### config.mk
export PLATFORM = sky130hd
export DESIGN_NAME = prefetch_byte_queue
export DESIGN_NICKNAME = d
export VERILOG_FILES = /design/src/rtl/pq_pkg.sv /design/src/rtl/pq_push_align.sv /design/src/rtl/pq_fetch_ptr.sv /design/src/rtl/pq_store.sv /design/src/rtl/prefetch_byte_queue.sv
export SDC_FILE = /design/constraint.sdc
export NUM_CORES = 1
export LEC_CHECK = 0
export BUFFER_PORTS_ARGS = -buffer_cell sky130_fd_sc_hd__buf_2
export CORE_MARGIN = 2
export CORE_UTILIZATION = 28
export CTS_BUF_LIST = sky130_fd_sc_hd__clkbuf_16
export DETAILED_ROUTE_END_ITERATION = 8
export HOLD_SLACK_MARGIN = 0.02
export SETUP_SLACK_MARGIN = 0.15
export SLEW_MARGIN = 30
export SYNTH_ARGS = -nofsm -noshare
export SYNTH_HDL_FRONTEND = slang
export SYNTH_HIERARCHICAL = 1
export SYNTH_SLANG_ARGS = --single-unit
### constraint.sdc
create_clock -name clk -period 9.4 [get_ports clk]
set_input_delay 2.35 -clock clk [delete_from_list [all_inputs] [get_ports clk]]
set_output_delay 2.35 -clock clk [all_outputs]
set_load 0.1 [all_outputs]
### src/rtl/pq_pkg.sv
package pq_pkg;
  typedef logic [7:0] byte_t;
  localparam int unsigned WORD_BYTES = 2;
endpackage

### src/rtl/pq_push_align.sv
module pq_push_align
  import pq_pkg::*;
(
  input  logic [15:0] word_i,
  input  logic        odd_i,
  output logic [1:0]  len_o,
  output byte_t       b0_o,
  output byte_t       b1_o
);
  always_comb begin
    if (odd_i) begin
      len_o = 2'd1;
      b0_o  = word_i[15:8];
      b1_o  = '0;
    end else begin
      len_o = 2'd2;
      b0_o  = word_i[7:0];
      b1_o  = word_i[15:8];
    end
  end
endmodule

### src/rtl/pq_fetch_ptr.sv
module pq_fetch_ptr #(
  parameter int unsigned ADDR_W   = 20,
  parameter logic [ADDR_W-1:0] RST_ADDR = '0
) (
  input  logic              clk,
  input  logic              rst_n,
  input  logic              load_i,
  input  logic [ADDR_W-1:0] load_addr_i,
  input  logic [1:0]        adv_len_i,
  output logic [ADDR_W-1:0] addr_o
);
  logic [ADDR_W-1:0] addr_q, addr_d;
  logic              addr_en;

  always_comb begin
    addr_en = load_i || (adv_len_i != 2'd0);
    if (load_i) addr_d = load_addr_i;
    else        addr_d = addr_q + ADDR_W'(adv_len_i);
  end

  always_ff @(posedge clk or negedge rst_n) begin
    if (!rst_n)       addr_q <= RST_ADDR;
    else if (addr_en) addr_q <= addr_d;
  end

  assign addr_o = addr_q;
endmodule

### src/rtl/pq_store.sv
module pq_store
  import pq_pkg::*;
#(
  parameter int unsigned DEPTH = 6,
  localparam int unsigned CNT_W = $clog2(DEPTH + 1),
  localparam int unsigned IDX_W = $clog2(2 * DEPTH)
) (
  input  logic               clk,
  input  logic               rst_n,
  input  logic               clr_i,
  input  logic [CNT_W-1:0]   pop_n_i,
  input  logic [1:0]         push_n_i,
  input  byte_t              b0_i,
  input  byte_t              b1_i,
  output logic [8*DEPTH-1:0] bytes_o,
  output logic [CNT_W-1:0]   count_o
);
  byte_t            slot_q [DEPTH];
  byte_t            slot_d [DEPTH];
  byte_t            ext    [2*DEPTH];
  logic [CNT_W-1:0] cnt_q, cnt_d;
  logic             en;
  logic [CNT_W-1:0] rem;

  always_comb begin
    for (int j = 0; j < 2 * DEPTH; j++) begin
      ext[j] = (j < DEPTH) ? slot_q[j] : '0;
    end
    rem   = cnt_q - pop_n_i;
    en    = clr_i || (pop_n_i != '0) || (push_n_i != 2'd0);
    cnt_d = clr_i ? '0 : CNT_W'(rem + CNT_W'(push_n_i));
    for (int i = 0; i < DEPTH; i++) begin
      logic [IDX_W-1:0] src;
      src = IDX_W'(i) + IDX_W'(pop_n_i);
      if (clr_i)                                         slot_d[i] = '0;
      else if (CNT_W'(i) < rem)                          slot_d[i] = ext[src];
      else if (CNT_W'(i) == rem && push_n_i != 2'd0)     slot_d[i] = b0_i;
      else if (CNT_W'(i) == rem + 1'b1 && push_n_i == 2'd2) slot_d[i] = b1_i;
      else                                               slot_d[i] = '0;
    end
  end

  for (genvar g = 0; g < DEPTH; g++) begin : g_slot
    always_ff @(posedge clk or negedge rst_n) begin
      if (!rst_n)  slot_q[g] <= '0;
      else if (en) slot_q[g] <= slot_d[g];
    end
    assign bytes_o[8*g +: 8] = slot_q[g];
  end

  always_ff @(posedge clk or negedge rst_n) begin
    if (!rst_n)  cnt_q <= '0;
    else if (en) cnt_q <= cnt_d;
  end

  assign count_o = cnt_q;
endmodule

### src/rtl/prefetch_byte_queue.sv
module prefetch_byte_queue
  import pq_pkg::*;
#(
  parameter int unsigned DEPTH  = 6,
  parameter int unsigned ADDR_W = 20,
  parameter logic [ADDR_W-1:0] RST_ADDR = '0,
  localparam int unsigned CNT_W = $clog2(DEPTH + 1)
) (
  input  logic               clk,
  input  logic               rst_n,
  input  logic               flush_i,
  input  logic [ADDR_W-1:0]  flush_addr_i,
  input  logic               push_i,
  input  logic [15:0]        fetch_word_i,
  input  logic [CNT_W-1:0]   pop_cnt_i,
  output logic [ADDR_W-1:0]  fetch_addr_o,
  output logic               room_o,
  output logic [8*DEPTH-1:0] head_bytes_o,
  output logic [CNT_W-1:0]   valid_cnt_o
);
  logic [1:0]       word_len;
  byte_t            nb0, nb1;
  logic             push_ok, pop_ok;
  logic [1:0]       push_n;
  logic [CNT_W-1:0] pop_n;

  pq_push_align u_align (
    .word_i (fetch_word_i),
    .odd_i  (fetch_addr_o[0]),
    .len_o  (word_len),
    .b0_o   (nb0),
    .b1_o   (nb1)
  );

  always_comb begin
    room_o  = (valid_cnt_o <= CNT_W'(DEPTH - WORD_BYTES));
    push_ok = push_i && room_o && !flush_i;
    pop_ok  = !flush_i && (pop_cnt_i != '0) && (pop_cnt_i <= valid_cnt_o);
    push_n  = push_ok ? word_len : 2'd0;
    pop_n   = pop_ok ? pop_cnt_i : '0;
  end

  pq_store #(.DEPTH(DEPTH)) u_store (
    .clk      (clk),
    .rst_n    (rst_n),
    .clr_i    (flush_i),
    .pop_n_i  (pop_n),
    .push_n_i (push_n),
    .b0_i     (nb0),
    .b1_i     (nb1),
    .bytes_o  (head_bytes_o),
    .count_o  (valid_cnt_o)
  );

  pq_fetch_ptr #(.ADDR_W(ADDR_W), .RST_ADDR(RST_ADDR)) u_ptr (
    .clk         (clk),
    .rst_n       (rst_n),
    .load_i      (flush_i),
    .load_addr_i (flush_addr_i),
    .adv_len_i   (push_n),
    .addr_o      (fetch_addr_o)
  );
endmodule

# After elaboration in Yosys (flattened, before gate mapping)

Cells that the tools add are included.

Register bits: 71
Input port bits: 43
Word-level logic and storage cells: 122

Add/subtract/negate cells: 9
Order comparisons: 14
Equality and inequality tests: 11
Mux-type cells: 49
Bitwise gates (word level): 6
Reductions and logical operators: 25

Operators with widths:

| operator              | number |
|---|---|
| $mux W8               | 38 |
| $bmux W8 S4           | 6 |
| $ge A5 B5 Y1 const B  | 6 |
| $not A4 Y5            | 5 |
| $add A20 B2 Y20       | 1 |
| $mux W20              | 1 |
| $logic_and A1 B1 Y1   | 16 |
| $eq A2 B3 Y1 const A  | 4 |
| $eq A3 B3 Y1 const A  | 4 |
| $add A2 B3 Y4 const A | 2 |
| $add A3 B3 Y4 const A | 2 |
| $eq A1 B3 Y1 const A  | 2 |
| $logic_not A3 Y1      | 2 |
| $lt A1 B3 Y1 const A  | 2 |
| $lt A2 B3 Y1 const A  | 2 |
| $lt A3 B3 Y1 const A  | 2 |
| $mux W3               | 2 |
| $reduce_bool A3 Y1    | 2 |
| $not A3 Y5            | 1 |
| $add A1 B3 Y4 const A | 1 |
| $mux W2               | 2 |
| $add A3 B1 Y3 const B | 1 |
| $add A3 B2 Y3         | 1 |
| $le A3 B3 Y1          | 1 |
| other kinds (6)       | 8 |

# Longest topological paths before layout

Gate-level depths: netlist of run 1.

Depth after elaboration: 12
Mapped depth: 16

# Hierarchy

The synthesis of run 1 kept the hierarchy.

Modules (own cells, without submodules):

| module              | times used | cells each | area an instance (µm²) | seq. area each (µm²) |
|---|---|---|---|---|
| pq_store            | 1          | 417        | 4165.2                 | 1276.2 |
| pq_fetch_ptr        | 1          | 133        | 1209.9                 | 500.5 |
| pq_push_align       | 1          | 20         | 181.4                  | 0.0 |
| prefetch_byte_queue | 1          | 18         | 135.1                  | 0.0 |

# Worst setup path after synthesis of run 1

Ideal clock, no wire load.

Path kind: input-to-reg
From: input port pop_cnt_i[2]
To: register u_store.slot_q, in the netlist u_store/bytes_o[13]
Setup time: 124 ps
Arrival: 5612 ps
Required time: 9276 ps
Setup slack: 3664 ps
Stages on the path: 15
Path buffers: 5
Cell sequence: ha_1 > nor3_2 > a41oi_2 > a21oi_1 > buf_2 > buf_2 > buf_2 > inv_1 > ha_1 > clkbuf_1 > clkbuf_1 > mux4_2 > a21oi_1 > nor2_1 > a211o_1

Longest elaborated chain between the ends: 12

RTL lines:

| what                                                 | line                      | RTL |
|---|---|---|
| start, declared                                      | prefetch_byte_queue.sv:15 | `input logic [CNT_W-1:0] pop_cnt_i,` |
| branches (longest 2 deep; another with $le A3 B3 Y1) | --                        |  |
| $logic_and A1 B1 Y1 (*)                              | prefetch_byte_queue.sv:38 | `pop_ok = !flush_i && (pop_cnt_i != '0) && (pop_cnt_i <= valid_cnt_o);` |
| $mux W3 (*)                                          | prefetch_byte_queue.sv:40 | `pop_n = pop_ok ? pop_cnt_i : '0;` |
| net pop_n[0]                                         | prefetch_byte_queue.sv:25 | `logic [CNT_W-1:0] pop_n;` |
| $sub A3 B3 Y3                                        | pq_store.sv:29            | `rem = cnt_q - pop_n_i;` |
| $add A3 B1 Y3                                        | pq_store.sv:38            | `else if (CNT_W'(i) == rem + 1'b1 && push_n_i == 2'd2) slot_d[i] = b1_i;` |
| $eq A1 B3 Y1                                         | pq_store.sv:38            |  |
| $logic_and A1 B1 Y1                                  | pq_store.sv:38            |  |
| $mux W8                                              | pq_store.sv:38            |  |
| $mux W8                                              | pq_store.sv:37            | `else if (CNT_W'(i) == rem && push_n_i != 2'd0) slot_d[i] = b0_i;` |
| $mux W8                                              | pq_store.sv:36            | `else if (CNT_W'(i) < rem) slot_d[i] = ext[src];` |
| $mux W8                                              | pq_store.sv:35            | `if (clr_i) slot_d[i] = '0;` |
| end signal, assigned by index                        | pq_store.sv:46            | `else if (en) slot_q[g] <= slot_d[g];` |
| end, declared                                        | pq_store.sv:18            | `byte_t slot_q [DEPTH];` |

Mark *: on every way through the listed nets, which the timed path passes. The select of a mux whose other input is x is not followed.
A chain may end at the register's enable or synchronous reset.

# Worst setup path in the final report of run 1

From: input port flush_i
To: register u_store.slot_q, in the netlist u_store/bytes_o[39]

Longest elaborated chain between the ends: 12

RTL lines:

| what                                 | line                      | RTL |
|---|---|---|
| start, declared                      | prefetch_byte_queue.sv:11 | `input logic flush_i,` |
| $logic_not A1 Y1 (*)                 | prefetch_byte_queue.sv:38 |  |
| $logic_and A1 B1 Y1 (*) (2 in a row) | prefetch_byte_queue.sv:38 |  |
| $mux W3 (*)                          | prefetch_byte_queue.sv:40 |  |
| net pop_n[1]                         | prefetch_byte_queue.sv:25 |  |
| $sub A3 B3 Y3                        | pq_store.sv:29            |  |
| $add A3 B1 Y3                        | pq_store.sv:38            |  |
| $eq A3 B3 Y1                         | pq_store.sv:38            |  |
| $logic_and A1 B1 Y1                  | pq_store.sv:38            |  |
| $mux W8                              | pq_store.sv:38            |  |
| $mux W8                              | pq_store.sv:37            |  |
| $mux W8                              | pq_store.sv:36            |  |
| $mux W8                              | pq_store.sv:35            |  |

Mark *: on every way through the listed nets, which the timed path passes. The rest lies on a longest branch. The select of a mux whose other input is x is not followed.

==> results of run 1 <==
==> cell families (layout without fill, tap and decap cells) <==
family	Yosys count	after routing
compound gates	189	189
simple gates	163	163
mux	72	72
flops	71	71
buf+inv	63	160
fa+ha+maj	16	16
xor+xnor	14	14
other cells	0	1
==> per-layer routing <==
layer / up-vias / global-route usage / part of all wire
met5: - / 0 / 0.00054
met4: 2 / 0.06019 / 0.017
met3: 31 / 0.05188 / 0.11
met2: 332 / 0.2788 / 0.44
met1: 2768 / 0.2715 / 0.44
li1: 2485 / - / -
==> flip-flops by register name (all words and copies together) (netlist names) <==
| signal | flops |
|---|---|
| u_ptr/addr_o | 20 |
| u_store/bytes_o | 48 |
| u_store/count_o | 3 |
==> where the power goes <==
part | internal, mW | switching [mW]
registers | 0.352 | 0.0844
clock network | 0.231 | 0.148
logic | 0.327 | 0.958
total | 0.910 | 1.19
==> critical path: stages <==
cell and delay, ps:
sky130_fd_sc_hd__buf_2 320, sky130_fd_sc_hd__nor3_1 250, sky130_fd_sc_hd__o21ai_1 170, sky130_fd_sc_hd__a21boi_2 140, sky130_fd_sc_hd__buf_4 360, sky130_fd_sc_hd__inv_1 200, sky130_fd_sc_hd__fa_1 1050, sky130_fd_sc_hd__buf_4 320
sky130_fd_sc_hd__nand2b_1 350, sky130_fd_sc_hd__and2_0 530, sky130_fd_sc_hd__a22oi_1 170, sky130_fd_sc_hd__o21ai_0 220, sky130_fd_sc_hd__a22o_1 170
==> path summary, 6_finish.rpt <==
check,end,slack [ps],depth (start not counted)
max,u_store/bytes_o[39]$_DFFE_PN0P_,3040,13
min,u_store/bytes_o[46]$_DFFE_PN0P_,570,1
max reg2reg,u_store/bytes_o[39]$_DFFE_PN0P_,4560,14
min reg2reg,u_store/bytes_o[46]$_DFFE_PN0P_,570,1
max in group asynchronous,u_ptr/addr_o[1]$_DFFE_PN0P_,6760,2
min in group asynchronous,u_store/bytes_o[26]$_DFFE_PN0P_,2120,2
==> cells in the final DEF (no fill, tap or decap), types with 17 or more instances in the layout <==
cell | Yosys | routed
sky130_fd_sc_hd__a22oi_1 | 37 | 37
sky130_fd_sc_hd__nand3_1 | 26 | 26
sky130_fd_sc_hd__mux2i_1 | 23 | 23
sky130_fd_sc_hd__o21ai_0 | 36 | 36
sky130_fd_sc_hd__nor2_1 | 31 | 31
sky130_fd_sc_hd__mux2_2 | 23 | 23
sky130_fd_sc_hd__o221ai_1 | 17 | 17
sky130_fd_sc_hd__inv_1 | 19 | 21
sky130_fd_sc_hd__buf_2 | 12 | 114
sky130_fd_sc_hd__nand2_1 | 48 | 48
sky130_fd_sc_hd__dfrtp_1 | 71 | 71
sky130_fd_sc_hd__mux4_2 | 25 | 25
==> final cells by class <==
type | count | area share
multi-input cells | 454 | 0.5383
inverters | 19 | 0.01042
clock buffers | 9 | 0.03290
clock inverters | 7 | 0.01316
flip-flops and latches | 71 | 0.2595
repair buffers | 125 | 0.09596
well taps | 270 | 0.04935
diodes | 1 | 0.0003656
==> through the flow <==
| step | cell area [um2] | setup slack [ps] | hold WS (ps) | std cells |
|---|---|---|---|---|
| detailed placement | 6520 | 2774 | 552.2 | 938 |
| floorplan | 5692 | 3664 | 1002 | 588 |
| global placement | 6502 | 2832 | 558.7 | 938 |
| CTS | 6835 | 3135 | 569.8 | 954 |
| finish | 6845 | 3037 | 570.9 | 956 |
| global route | 6843 | 2763 | 584.1 | 955 |
==> impl_metrics.csv, run 1 <==
group,metric,value,unit
synthesis,edff_count_synth,0,
placed_design,finalWeightedCongestion,0.8440,
critical_path,worstReg2RegStart,"u_store/count_o[2]$_DFFE_PN0P_",
floorplan,effective_utilization_at_floorplan,0.2831,
critical_path,critical_path.endpoint_type,"register",
grt,global_route_usage_over_all_layers,0.1900,
grt,largest_net_degree_at_the_start_of_global_routing,72,
synthesis,synthAdderAreaFrac,0.03913,
synthesis,post_synthesis_compound_gate_area_fraction,0.2346,
critical_path,cp-start-kind,"primary input",
route,drt_drc_violations_left,0,
synthesis,post-synth-top-count-cell,"sky130_fd_sc_hd__dfrtp_1",
layout,syn2layout_area_growth,20.27,%
synthesis,yosys.area_share.xor_xnor,0.02616,
clock_network,postCtsSetupBuffers,0,
grt,first_pass_grt_wire_length,31.61,mm
timing,accumulated_negative_setup_slack,0,ps
power,p_leak,2.863,nW
flow_run,cap_violations,0,
floorplan,dieArea,21480,um2
route,detail_route.vias_per_cell,5.877,
timing,unrepaired_setup_endpoints_after_global_routing,"no",
clock_network,cts.path.max_buffers,2,
synthesis,mappedNetlistArea,5692,um2
synthesis,post_synth_inst_count,588,
worst_hold_path,worstHoldPathType,"reg2reg",
power,p_total,2.101,mW
synthesis,synth_commonest_cells,"71 x sky130_fd_sc_hd__dfrtp_1, 48 x sky130_fd_sc_hd__nand2_1, 37 x sky130_fd_sc_hd__a22oi_1",
route,route.vias.total,5618,
route,postRouteWirelength,20.55,mm
critical_path,timing.critical_path.from,"flush_i",
route,detail_route.first_pass.iterations,5,
critical_path,critical_path.max_fanout,38,
timing,hold_violations,0,
synthesis,async_reset_ff_frac,1.000,
synthesis,postSynth.topFlopCell,"sky130_fd_sc_hd__dfrtp_1",
synthesis,synth_top_cells_by_area,"sky130_fd_sc_hd__dfrtp_1 31%, sky130_fd_sc_hd__mux4_2 9.9%, sky130_fd_sc_hd__a22oi_1 4.9%, sky130_fd_sc_hd__mux2_2 4.6%, sky130_fd_sc_hd__mux2i_1 4.0%",
route,drt-wirelength-per-cell,21.50,um
placed_design,io_buffers,114,
run_status,outcome,"completed",
synthesis,cell_variety_after_synth,56,
layout,final_core_utilization,0.3405,
power,power_density,306.9,nW/um2
timing,max_clock_freq,157.2,MHz
synthesis,post_synth_mux_area_share,0.1875,
timing,finalSetupViolations,0,
clock_network,cts_root_buffer,"sky130_fd_sc_hd__clkbuf_16",
critical_path,cp.required,9690,ps
clock_network,h-tree-depth,3,
layout,fillerInstances,2066,
grt,first_global_vias,5279,
clock_network,tritoncts_sink_count,71,
worst_hold_path,hold_path.startpoint,"u_store/bytes_o[46]$_DFFE_PN0P_",
synthesis,postSynthNetCount,647,
grt,grt_overflow,0,
timing,final_min_period_over_clock_period,0.6769,
clock_network,tritoncts,"yes",
synthesis,synth_warnings,6,
floorplan,die_h,146.6,um
synthesis,yosysTopAreaCellShare,0.3122,
layout,seqCellArea,1777,um2
timing,timing.final.max_slew_violations,0,
floorplan,io_pins,115,
route,dr.first_iter.drc_count,601,
floorplan,fp-row-count,52,
layout,multi_input_area,3685,um2
grt,grt_antenna_before_repair,3,
clock_network,cts_repair_resize_count,0,
timing,worst_slew_pin_slew,1007,ps
synthesis,dominant_combinational_cell_family_by_area_after_synthesis,"compound AO/OA/AOI/OAI gates",
placed_design,dpl.hpwl,13.29,mm
synthesis,yosys.area_share.simple,0.1504,
synthesis,ys_ff_latch,71,
timing,final.min_clock_period,6363,ps
layout,final_layout_size_suffix_gt1_frac,0.3066,
timing,fin_worst_skew,9.114,ps
critical_path,worstSetupPathType,"in2reg",
floorplan,floorplan.core_area,20100,um2
power,max-vdd-ir-drop,0.0001786,V
critical_path,arrival_time_worst_endpoint,6650,ps
synthesis,syn_avg_cell_area,9.680,um2
route,final_antenna_net_count,0,
clock_network,clk_pin_slew_worst_paths,60,ps
timing,slew_headroom,0.3255,
floorplan,die_w,146.6,um
synthesis,synth.yosys.seq_area_share,0.3122,
clock_network,clk_latency,350,ps
layout,fin_nets,739,
clock_network,cts_hold_buf,0,
clock_network,numCtsBuffers,9,
synthesis,synth_area_leader_cell,"sky130_fd_sc_hd__dfrtp_1",
No activity file was read; power rests on OpenSTA's default activity.
==> run 2: changes to the inputs <==
- clock period: 9.4 -> 6.3 ns (I/O delays scaled with it)
==> impl_metrics.csv, run 2 (synthesized netlist as in run 1, its figures left out) <==
group,metric,value,unit
run_status,outcome,"completed",
timing,finalSetupViolations,0,
clock_network,clk_latency,350,ps
layout,final_layout_size_suffix_gt1_frac,0.3043,
layout,multi_input_area,3661,um2
critical_path,path_delay_family,"compound AO/OA/AOI/OAI gates",
grt,grt_antenna_before_repair,2,
critical_path,rrSetupSlack,1930,ps
timing,accumulated_negative_setup_slack,0,ps
route,postRouteWirelength,20.44,mm
grt,groute.layer.met3.usage,0.04969,
floorplan,die_h,146.6,um
clock_network,postCtsSetupBuffers,0,
layout,fillerInstances,2088,
clock_network,numCtsBuffers,9,
floorplan,floorplan.core_area,20100,um2
layout,syn2layout_area_growth,19.89,%
layout,final_cell_count_no_fill,961,
timing,fin_worst_skew,9.047,ps
critical_path,worstSetupPathType,"in2reg",
grt,globalRouteMet1Util,0.2650,
power,seq_pwr_share,0.212,
power,internal_power,1.319,mW
route,drt_drc_violations_left,0,
power,switching_share,0.5713,
timing,unrepaired_setup_endpoints_after_global_routing,"no",
critical_path,cpMostUsedCell,"sky130_fd_sc_hd__inv_1",
route,dr.first_iter.drc_count,619,
critical_path,arrival_time_worst_endpoint,5360,ps
grt,first_global_vias,5346,
clock_network,cts_hold_buf,0,
route,detail_route.vias_per_cell,5.953,
worst_hold_path,min_delay_path_depth,1,
timing,hold_violations,0,
clock_network,cts_repair_resize_count,0,
critical_path,crit-reg2reg-capture,"u_store/bytes_o[16]$_DFFE_PN0P_",
layout,final_core_utilization,0.3394,
critical_path,timing.critical_path.from,"flush_i",
power,power_density,451.0,nW/um2
flow_run,cap_violations,0,
power,comb_power_share,0.623,
power,p_leak,2.857,nW
timing,final.min_clock_period,5100,ps
route,route.vias.total,5721,
critical_path,crit_path_max_incr_delay,680,ps
layout,mostFrequentLayoutCells,"113 x sky130_fd_sc_hd__buf_2, 71 x sky130_fd_sc_hd__dfrtp_1, 48 x sky130_fd_sc_hd__nand2_1, 37 x sky130_fd_sc_hd__a22oi_1, 36 x sky130_fd_sc_hd__o21ai_0",
floorplan,dieArea,21480,um2
power,p_total,3.078,mW
power,fraction_of_power_consumed_by_the_clock_network,0.165,
placed_design,io_buffers,114,
grt,largest_net_degree_at_the_start_of_global_routing,52,
route,drt-wirelength-per-cell,21.27,um
critical_path,cp-start-kind,"primary input",
layout,layout.cells.most_common,"sky130_fd_sc_hd__buf_2",
route,final_antenna_net_count,0,
critical_path,critical_path.max_fanout,38,
critical_path,critical_path.endpoint_type,"register",
grt,globalRoute.busiestLayer,"met2",
power,max-vdd-ir-drop,0.0002768,V
grt,grt_overflow,0,
grt,grtUsageMet2,0.2856,
clock_network,cts_root_buffer,"sky130_fd_sc_hd__clkbuf_16",
placed_design,dpl.cell_count,944,
grt,global_route_usage_over_all_layers,0.1910,
critical_path,path_cells,"buf_2, inv_1, a41oi_2, a21oi_4, ha_1, inv_1, fa_1, xnor2_4, xor2_2, a21oi_1, or4_1, o221ai_1",
layout,finish.instance_area,6824,um2
floorplan,io_pins,115,
clock_network,h-tree-depth,3,
floorplan,fp-row-count,52,
route,detail_route.first_pass.iterations,5,
critical_path,critical_path.endpoint,"u_store/bytes_o[16]$_DFFE_PN0P_",
worst_hold_path,worstHoldPathType,"reg2reg",
layout,seqCellArea,1777,um2
placed_design,dpl_cell_area,6540,um2
critical_path,cp.required,6560,ps
clock_network,tritoncts_sink_count,71,
clock_network,tritoncts,"yes",
critical_path,worstReg2RegStart,"u_store/count_o[2]$_DFFE_PN0P_",
timing,slew_headroom,0.3462,
critical_path,critPathSlowestCell,"sky130_fd_sc_hd__xor2_2",
timing,timing.final.max_slew_violations,0,
grt,first_pass_grt_wire_length,31.96,mm
timing,final_min_period_over_clock_period,0.8096,
layout,fin_nets,744,
timing,worst_slew_pin_slew,976.5,ps
critical_path,crit_buf_inv,3,
clock_network,clk_pin_slew_worst_paths,60,ps
layout,largest_register_ff_count,48,
clock_network,cts.path.max_buffers,2,
power,power.net_switching,1.758,mW
critical_path,ff2ff_path_depth,13,
floorplan,effective_utilization_at_floorplan,0.2831,
floorplan,die_w,146.6,um
placed_design,finalWeightedCongestion,0.8594,
timing,max_clock_freq,196.1,MHz
placed_design,dpl.hpwl,13.69,mm
critical_path,cp_num_cells,12,
[run 2: worst min path at each step]
stage	start	endpoint	slack [ps]
finish	u_store/bytes_o[46]$_DFFE_PN0P_	u_store/bytes_o[46]$_DFFE_PN0P_	560
global route	u_store/bytes_o[46]$_DFFE_PN0P_	u_store/bytes_o[46]$_DFFE_PN0P_	600
detailed placement	u_store/bytes_o[46]$_DFFE_PN0P_	u_store/bytes_o[46]$_DFFE_PN0P_	540
CTS	u_store/bytes_o[46]$_DFFE_PN0P_	u_store/bytes_o[46]$_DFFE_PN0P_	560
floorplan	u_store/count_o[0]$_DFFE_PN0P_	u_store/count_o[0]$_DFFE_PN0P_	1000
global placement	u_store/bytes_o[46]$_DFFE_PN0P_	u_store/bytes_o[46]$_DFFE_PN0P_	550
[run 2: metal layers]
layer | share of wire | wire length [um]
met1 | 0.41 | 8451
met2 | 0.44 | 9059
met3 | 0.11 | 2312
met4 | 0.029 | 601
met5 | 0.00064 | 13
[run 2: final cells by class]
type                    instances  area share
repair buffers                130      0.1016
clock inverters                 7    0.008251
diodes                          1   0.0003667
inverters                      19     0.01045
well taps                     270     0.04950
clock buffers                   9     0.03300
multi-input cells             454      0.5365
flip-flops and latches         71      0.2604
[run 2: power by group through the flow]
| stage | logic (mW) | clock network [mW] | registers (mW) |
|---|---|---|---|
| global route | 2.00 | 0.538 | 0.670 |
| finish | 1.92 | 0.507 | 0.653 |
| global placement | 1.86 | 0 | 0.659 |
| floorplan | 0.901 | 0 | 1.12 |
| detailed placement | 1.88 | 0 | 0.661 |
| CTS | 1.88 | 0.518 | 0.653 |
[run 2: through the flow]
step / setup slack (ps) / hold slack (ps)
CTS: 1235 / 560.9
global placement: 946.0 / 546.1
finish: 1200 / 563.1
floorplan: 1339 / 1002
global route: 1040 / 597.5
detailed placement: 882.1 / 541.7
==> run 3: changes to the inputs <==
- clock period: 6.3 -> 4.9 ns (I/O delays scaled with it)
==> impl_metrics.csv, run 3 (synthesized netlist as in run 1, its figures left out) <==
group,metric,value,unit
layout,syn2layout_area_growth,20.75,%
timing,final_min_period_over_clock_period,0.8503,
critical_path,critical_path.endpoint_type,"register",
clock_network,cts_repair_resize_count,0,
grt,first_pass_grt_wire_length,32.00,mm
timing,hold_violations,0,
flow_run,cap_violations,0,
critical_path,cp-start-kind,"primary input",
timing,final.min_clock_period,4166,ps
critical_path,crit-reg2reg-capture,"u_store/bytes_o[11]$_DFFE_PN0P_",
worst_hold_path,worstHoldPathType,"reg2reg",
critical_path,path_cells,"buf_2, ha_1, nor3_2, a41oi_2, a21oi_4, ha_1, inv_1, fa_1, xnor2_4, xnor2_2, nand3_1, nor2_1, a211o_1",
critical_path,crit_path_max_incr_delay,650,ps
clock_network,postCtsSetupBuffers,0,
grt,first_global_vias,5409,
layout,final_cell_count_no_fill,969,
clock_network,clk_latency,350,ps
floorplan,effective_utilization_at_floorplan,0.2831,
layout,fin_nets,752,
run_status,outcome,"completed",
layout,largest_register_ff_count,48,
critical_path,critPathSlowestCell,"sky130_fd_sc_hd__xnor2_2",
route,final_antenna_net_count,0,
layout,mostFrequentLayoutCells,"113 x sky130_fd_sc_hd__buf_2, 71 x sky130_fd_sc_hd__dfrtp_1, 48 x sky130_fd_sc_hd__nand2_1, 37 x sky130_fd_sc_hd__a22oi_1, 36 x sky130_fd_sc_hd__o21ai_0",
critical_path,ff2ff_path_depth,13,
clock_network,tritoncts_sink_count,71,
critical_path,critical_path.endpoint,"u_store/bytes_o[11]$_DFFE_PN0P_",
critical_path,cp.required,5190,ps
layout,finish.instance_area,6873,um2
critical_path,arrival_time_worst_endpoint,4450,ps
critical_path,critical_path.max_fanout,15,
clock_network,h-tree-depth,3,
route,detail_route.vias_per_cell,5.816,
floorplan,die_w,146.6,um
floorplan,floorplan.core_area,20100,um2
placed_design,io_buffers,114,
power,power_density,578.6,nW/um2
layout,final_core_utilization,0.3419,
placed_design,dpl.cell_count,952,
power,max-vdd-ir-drop,0.0003370,V
critical_path,rrSetupSlack,1110,ps
floorplan,fp-row-count,52,
grt,grt_overflow,0,
placed_design,dpl_cell_area,6595,um2
floorplan,dieArea,21480,um2
placed_design,finalWeightedCongestion,0.8708,
timing,max_clock_freq,240.0,MHz
clock_network,tritoncts,"yes",
placed_design,dpl.hpwl,14.04,mm
timing,accumulated_negative_setup_slack,0,ps
timing,finalSetupViolations,0,
power,p_total,3.977,mW
grt,grt_antenna_before_repair,3,
timing,unrepaired_setup_endpoints_after_global_routing,"no",
route,drt-wirelength-per-cell,21.32,um
floorplan,io_pins,115,
clock_network,numCtsBuffers,9,
timing,timing.final.max_slew_violations,0,
clock_network,clk_pin_slew_worst_paths,60,ps
route,dr.first_iter.drc_count,474,
route,met3RoutedLength,2.067,mm
critical_path,worstSetupPathType,"in2reg",
timing,fin_worst_skew,13.04,ps
clock_network,cts_root_buffer,"sky130_fd_sc_hd__clkbuf_16",
critical_path,timing.critical_path.from,"pop_cnt_i[2]",
grt,largest_net_degree_at_the_start_of_global_routing,59,
route,route.vias.total,5636,
timing,slew_headroom,0.3853,
route,drt_drc_violations_left,0,
route,postRouteWirelength,20.66,mm
route,detail_route.first_pass.iterations,5,
power,p_leak,2.879,nW
timing,worst_slew_pin_slew,919.0,ps
grt,global_route_usage_over_all_layers,0.1910,
floorplan,die_h,146.6,um
layout,final_layout_size_suffix_gt1_frac,0.3166,
critical_path,worstReg2RegStart,"u_store/count_o[2]$_DFFE_PN0P_",
critical_path,cpMostUsedCell,"sky130_fd_sc_hd__ha_1",
clock_network,cts.path.max_buffers,2,
route,met1Wirelength,8.821,mm
route,highest_layer,"met5",
route,route.met2.wl,9.277,mm
layout,layout.cells.most_common,"sky130_fd_sc_hd__buf_2",
clock_network,cts_hold_buf,0,
==> run 3: per-layer routing <==
metal | vias up | track usage
met2 | 347 | 0.2908
met4 | 4 | 0.05437
li1 | 2507 | -
met5 | - | 0
met1 | 2732 | 0.2637
met3 | 46 | 0.05688
==> run 3: area by class of cell <==
| type | count | area, um2 |
|---|---|---|
| Fill cell | 2105 | 13230 |
| Inverter | 19 | 71.32 |
| Sequential cell | 71 | 1777 |
| Tap cell | 270 | 337.8 |
| Antenna cell | 1 | 2.502 |
| Clock buffer | 9 | 225.2 |
| Timing Repair Buffer | 138 | 753.2 |
| Multi-Input combinational cell | 454 | 3659 |
| Clock inverter | 7 | 47.55 |
==> run 3: through the flow <==
step / setup slack [ps] / hold WS, ps
2_1_floorplan: 241.6 / 929.4
3_3_place_gp: 508.6 / 551.8
3_5_place_dp: 399.7 / 552.1
4_1_cts: 770.7 / 569.1
5_1_grt: 556.8 / 595.9
6_report: 733.6 / 564.3
==> run 3: worst max-delay path: cells and delay by family <==
family	cells	cell delay (ps)
fa+ha+maj	3	940
xor+xnor	2	830
simple gates	3	840
buf+inv	2	160
compound gates	3	460
==> run 3: worst min-delay path by stage <==
| stage | depth (start not counted) | end | start |
|---|---|---|---|
| floorplan | 0 | u_ptr/addr_o[0]$_DFFE_PN0P_ | rst_n |
| global placement | 1 | u_store/bytes_o[46]$_DFFE_PN0P_ | u_store/bytes_o[46]$_DFFE_PN0P_ |
| detailed placement | 2 | u_ptr/addr_o[11]$_DFFE_PN0P_ | u_ptr/addr_o[11]$_DFFE_PN0P_ |
| CTS | 2 | u_ptr/addr_o[11]$_DFFE_PN0P_ | u_ptr/addr_o[11]$_DFFE_PN0P_ |
| global route | 2 | u_ptr/addr_o[19]$_DFFE_PN0P_ | u_ptr/addr_o[19]$_DFFE_PN0P_ |
| finish | 2 | u_ptr/addr_o[11]$_DFFE_PN0P_ | u_ptr/addr_o[11]$_DFFE_PN0P_ |
==> run 3: power breakdown <==
part           total, mW  leakage, nW  switching (mW)  internal [mW]
sequential         0.829        0.941           0.152          0.676
combinational       2.52         1.82            1.85          0.672
clock              0.628        0.122           0.286          0.342
total               3.98         2.88            2.29           1.69
